### src/rtl/hs_pkg.sv
package hs_pkg;

    typedef enum logic [1:0] {
        ST_IDLE    = 2'd0,
        ST_COMPUTE = 2'd1,
        ST_OFFER   = 2'd2,
        ST_RELEASE = 2'd3
    } hs_state_e;

    typedef struct packed {
        hs_state_e st;
        logic      start;
    } ctrl_regs_t;

endpackage

### src/rtl/hs_rx.sv
// Upstream receive side: captures the operand and runs the four-phase acknowledge.
module hs_rx #(
    parameter int DATA_W = 16
) (
    input  logic              clk,
    input  logic              rst_n,
    input  logic              up_req,
    input  logic [DATA_W-1:0] up_data,
    input  logic              accept,
    output logic              up_ack,
    output logic [DATA_W-1:0] operand
);

    typedef struct packed {
        logic              ack;
        logic [DATA_W-1:0] data;
    } rx_regs_t;

    rx_regs_t rx_d, rx_q;

    always_comb begin
        rx_d = rx_q;
        if (accept) begin
            rx_d.ack  = 1'b1;
            rx_d.data = up_data;
        end else if (!up_req) begin
            rx_d.ack = 1'b0;
        end
    end

    always_ff @(posedge clk or negedge rst_n) begin
        if (!rst_n) rx_q <= '0;
        else        rx_q <= rx_d;
    end

    assign up_ack  = rx_q.ack;
    assign operand = rx_q.data;

endmodule

### src/rtl/hs_tx.sv
// Downstream offer side: holds the result and runs the four-phase request.
module hs_tx #(
    parameter int RES_W = 16
) (
    input  logic             clk,
    input  logic             rst_n,
    input  logic             load,
    input  logic [RES_W-1:0] result,
    input  logic             drop,
    output logic             dn_req,
    output logic [RES_W-1:0] dn_data
);

    typedef struct packed {
        logic             req;
        logic [RES_W-1:0] data;
    } tx_regs_t;

    tx_regs_t tx_d, tx_q;

    always_comb begin
        tx_d = tx_q;
        if (load) begin
            tx_d.req  = 1'b1;
            tx_d.data = result;
        end else if (drop) begin
            tx_d.req = 1'b0;
        end
    end

    always_ff @(posedge clk or negedge rst_n) begin
        if (!rst_n) tx_q <= '0;
        else        tx_q <= tx_d;
    end

    assign dn_req  = tx_q.req;
    assign dn_data = tx_q.data;

endmodule

### src/rtl/hs_ctrl.sv
// Sequencer: orders acceptance, start, completion, offer and release.
module hs_ctrl
    import hs_pkg::*;
(
    input  logic      clk,
    input  logic      rst_n,
    input  logic      up_req,
    input  logic      up_ack,
    input  logic      cu_done,
    input  logic      dn_ack,
    output logic      accept,
    output logic      take,
    output logic      drop,
    output logic      cu_start,
    output hs_state_e state
);

    ctrl_regs_t c_d, c_q;

    always_comb begin
        c_d       = c_q;
        c_d.start = 1'b0;
        accept    = 1'b0;
        take      = 1'b0;
        drop      = 1'b0;
        unique case (c_q.st)
            ST_IDLE: begin
                if (up_req && !up_ack) begin
                    accept    = 1'b1;
                    c_d.start = 1'b1;
                    c_d.st    = ST_COMPUTE;
                end
            end
            ST_COMPUTE: begin
                if (cu_done) begin
                    take   = 1'b1;
                    c_d.st = ST_OFFER;
                end
            end
            ST_OFFER: begin
                if (dn_ack) begin
                    drop   = 1'b1;
                    c_d.st = ST_RELEASE;
                end
            end
            ST_RELEASE: begin
                if (!dn_ack) c_d.st = ST_IDLE;
            end
            default: c_d.st = ST_IDLE;
        endcase
    end

    always_ff @(posedge clk or negedge rst_n) begin
        if (!rst_n) c_q <= '{st: ST_IDLE, start: 1'b0};
        else        c_q <= c_d;
    end

    assign cu_start = c_q.start;
    assign state    = c_q.st;

endmodule

### src/rtl/hs_stage_ctrl.sv
module hs_stage_ctrl
    import hs_pkg::*;
#(
    parameter int DATA_W = 16,
    parameter int RES_W  = 16
) (
    input  logic              clk,
    input  logic              rst_n,
    input  logic              up_req,
    output logic              up_ack,
    input  logic [DATA_W-1:0] up_data,
    output logic              cu_start,
    output logic [DATA_W-1:0] cu_operand,
    input  logic              cu_done,
    input  logic [RES_W-1:0]  cu_result,
    output logic              dn_req,
    input  logic              dn_ack,
    output logic [RES_W-1:0]  dn_data
);

    logic      accept_w;
    logic      take_w;
    logic      drop_w;
    hs_state_e state_w;

    hs_ctrl u_ctrl (
        .clk      (clk),
        .rst_n    (rst_n),
        .up_req   (up_req),
        .up_ack   (up_ack),
        .cu_done  (cu_done),
        .dn_ack   (dn_ack),
        .accept   (accept_w),
        .take     (take_w),
        .drop     (drop_w),
        .cu_start (cu_start),
        .state    (state_w)
    );

    hs_rx #(.DATA_W(DATA_W)) u_rx (
        .clk     (clk),
        .rst_n   (rst_n),
        .up_req  (up_req),
        .up_data (up_data),
        .accept  (accept_w),
        .up_ack  (up_ack),
        .operand (cu_operand)
    );

    hs_tx #(.RES_W(RES_W)) u_tx (
        .clk     (clk),
        .rst_n   (rst_n),
        .load    (take_w),
        .result  (cu_result),
        .drop    (drop_w),
        .dn_req  (dn_req),
        .dn_data (dn_data)
    );

endmodule

### config.mk
export PLATFORM = sky130hd
export DESIGN_NAME = hs_stage_ctrl
export DESIGN_NICKNAME = d
export VERILOG_FILES = /design/src/rtl/hs_pkg.sv /design/src/rtl/hs_rx.sv /design/src/rtl/hs_tx.sv /design/src/rtl/hs_ctrl.sv /design/src/rtl/hs_stage_ctrl.sv
export SDC_FILE = /design/constraint.sdc
export NUM_CORES = 1
export LEC_CHECK = 0
export BUFFER_PORTS_ARGS = -buffer_cell sky130_fd_sc_hd__buf_2
export CAP_MARGIN = 20
export CORE_ASPECT_RATIO = 1.75
export CORE_MARGIN = 3
export CORE_UTILIZATION = 45
export DETAILED_ROUTE_END_ITERATION = 7
export HOLD_SLACK_MARGIN = 0.1
export PLACE_DENSITY = 0.82
export SLEW_MARGIN = 20
export SYNTH_ARGS = -nofsm -noshare
export SYNTH_HDL_FRONTEND = slang
export SYNTH_SLANG_ARGS = --single-unit
export TNS_END_PERCENT = 20
### constraint.sdc
create_clock -name clk -period 2 [get_ports clk]
set_input_delay 0.3 -clock clk [delete_from_list [all_inputs] [get_ports clk]]
set_output_delay 0.3 -clock clk [all_outputs]
set_load 0.02 [all_outputs]
==> results.tsv <==
stage	metric	value	unit
run_status	status	finished clean	
critical_path	worstPathArrival	1.72	ns
pwr	p_leak	1.078	nW
critical_path	ff2ff_setup_slack	0.45	ns
critical_path	r2r_cells	5	
pwr	comb_power_share	45.3	%
timing	worstMarginPinSlew	0.8000	ns
pwr	p_total	3.637	mW
synth	synth_cell_type_count	17	
pwr	p_int	2.285	mW
timing	fin_setup_tns	0	ns
pwr	swShare	37.18	%
finish	n_fill_cell	288	
floorplanning	core-area	3176	sq um
synth	syn_inst	93	
grt	grt_max_degree	38	
finish	drive_above_1_share	67.65	%
finish	final_common_cell	buf_2	
synth	synth.area.top_cells	dfrtp_1 61%, mux2_2 18%, mux2_4 8.9%	
clock_tree	cts.sinks	37	
routing	num_vias	1004	
clock_tree	hold_buffers	0	
timing	maxSlewViolCount	0	
grt	grtUsageTotal	15.54	%
floorplanning	die_w	49.87	um
synth	synth_area	1515	sq um
clock_tree	clock-root-buffer	clkbuf_8	
routing	drt_iter0_drc	15	
critical_path	crit_required	2.17	ns
timing	min_period	1.551	ns
critical_path	timing.rr.end	u_ctrl.state[1]$_DFFE_PN0P_	
pwr	power_frac_seq	36.3	%
timing	hold-worst-slack	0.09241	ns
finish	area_growth	33.11	%
clock_tree	cts_resized	0	
grt	grt_pass1_vias	1039	
grt	grt_pass1_wl	4698	um
timing	finalCritPeriodShare	77.56	%
pwr	pwr-share-clk	18.3	%
timing	fin_skew	0.004861	ns
synth	yosys.area.top_type	dfrtp_1	
timing	fmax	0.6446	GHz
finish	nets	210	
timing	fin_ws	0.4487	ns
timing	setup_viol	0	
synth	avgSynthCellArea	16.29	sq um
clock_tree	cts_setup_buffers	0	
routing	routedWlPerCell	14.15	um
clock_tree	clock_latency	0.29	ns
clock_tree	cts_inserted_buffers	5	
routing	viasPerCell	4.714	
routing	dr.pass1.iters	4	
pwr	power.density	1803	nW/um^2
synth	ys_seq_area_share	61.11	%
critical_path	critPathLaunch	u_ctrl.state[1]$_DFFE_PN0P_	
placed_design	routabilityCongestion	0.6631	
pwr	peakVddDrop	0.001093	V
placed_design	port_buffers	71	
critical_path	endpoint	u_ctrl.state[1]$_DFFE_PN0P_	
synth	syn-num-nets	134	
routing	ant_nets	0	
routing	drc_errors	0	
clock_tree	cts.reportedPaths.clkPinSlew	0.08	ns
critical_path	r2r_start	u_ctrl.state[1]$_DFFE_PN0P_	
critical_path	end_kind	flip-flop	
synth	netlist.area_leader.share	61.11	%
clock_tree	cts_tree	done	
critical_path	critPathLaunchType	flip-flop	
synth	ys_seq_elements	37	
synth	yosys_warnings	0	
finish	final_cell_mix	71 x buf_2, 37 x dfrtp_1, 24 x mux2_2	
clock_tree	clk_path_buf_depth	2	
grt	grt_overflow	0	
floorplanning	fp.dieArea	4127	sq um
floorplanning	die_h	82.76	um
min_path	hold_path.class	primary input to async pin	
run	drv_cap	0	
timing	slew-limit-headroom	46.66	%
critical_path	crit_type	flip-flop to flip-flop	
pwr	p_sw	1.352	mW
grt	antenna_found_initial	0	
finish	diodes	0	
routing	wirelength	3013	um
floorplanning	io-pin-count	72	
placed_design	hpwl	2328	um
floorplanning	row_count	27	
clock_tree	cts.htree.levels	2	
timing	hold_viol	0	
critical_path	path_max_fanout	4	
placed_design	place_ws	0.4837	ns
floorplanning	initial_utilization	47.71	%
timing	rsz0062_at_grt	no	
==> stage by stage <==
stage | cell area (sq um) | instances | utilization [%]
4_1_cts | 2017 | 213 | 63.51
5_1_grt | 2017 | 213 | 63.51
6_report | 2017 | 213 | 63.51
3_5_place_dp | 1897 | 205 | 59.73
2_1_floorplan | 1515 | 93 | -
3_3_place_gp | 1897 | 205 | 59.73
==> worst max-delay path, cell delays in order, from the launching register on <==
cell,delay (ns)
dfrtp_1,0.42
inv_1,0.11
ha_1,0.29
inv_1,0.06
o221ai_1,0.19
mux2_2,0.36
==> synth_stat cells <==
master,number
nand2_1,3
mux2_4,9
inv_1,5
mux2_2,24
o221ai_1,1
buf_12,1
o211a_1,1
nor2_1,1
mux2i_1,1
a21oi_1,1
o21a_1,1
nand2_4,1
nor2b_4,1
ha_1,4
nand2_2,1
dfrtp_1,37
buf_4,1
==> cells by family (layout without fill, tap and decap cells) <==
| family | count (synthesis) | in the layout | synth area share, % |
|---|---|---|---|
| compound gates | 4 | 4 | 2.064 |
| buf+inv | 7 | 84 | 3.056 |
| fa+ha+maj | 4 | 4 | 3.303 |
| mux | 34 | 34 | 27.42 |
| flops | 37 | 37 | 61.11 |
| simple gates | 7 | 7 | 3.055 |
==> power by group through the flow <==
stage                     sequential, mW  combinational (mW)  clock, mW
after floorplan                     1.77               0.707          0
after global placement              1.31                1.61          0
after detailed placement            1.33                1.67          0
after CTS                           1.32                1.67      0.689
after global routing                1.37                1.76      0.720
final                               1.32                1.65      0.667
==> flip-flops by register name, indices dropped and copies added, names as in the netlist <==
name,flops
u_rx.operand,16
u_ctrl.state,2
u_ctrl.cu_start,1
u_rx.up_ack,1
u_tx.dn_req,1
u_tx.dn_data,16
==> layer usage <==
metal  up-vias  GRT usage [%]  wire length [um]
li1        468              -                 -
met1       485          14.84              1036
met4         0          9.141                57
met2        45          28.65              1691
met3         6          5.027               228
met5         -              0                 0
==> layout make-up <==
type	count	area (sq um)	share of cell area, %
clock buffers	6	82.58	4.094
clock inverters	2	37.54	1.861
inverters	5	18.77	0.9305
multi-input cells	49	543.0	26.92
flip-flops and latches	37	925.9	45.91
well taps	43	53.80	2.667
repair buffers	71	355.3	17.62
==> how the worst min path moves through the flow <==
stage | to | start | cells after the start | slack, ns
global placement | u_rx.operand[14]$_DFFE_PN0P_ | rst_n | 1 | 0.42
finish | u_rx.operand[0]$_DFFE_PN0P_ | rst_n | 1 | 0.09
CTS | u_rx.operand[0]$_DFFE_PN0P_ | rst_n | 1 | 0.12
global route | u_rx.operand[12]$_DFFE_PN0P_ | rst_n | 1 | 0.15
detailed placement | u_rx.operand[14]$_DFFE_PN0P_ | rst_n | 1 | 0.43
floorplan | u_ctrl.cu_start$_DFF_PN0_ | rst_n | 0 | 0.004
No activity file was read; power rests on OpenSTA's default activity.
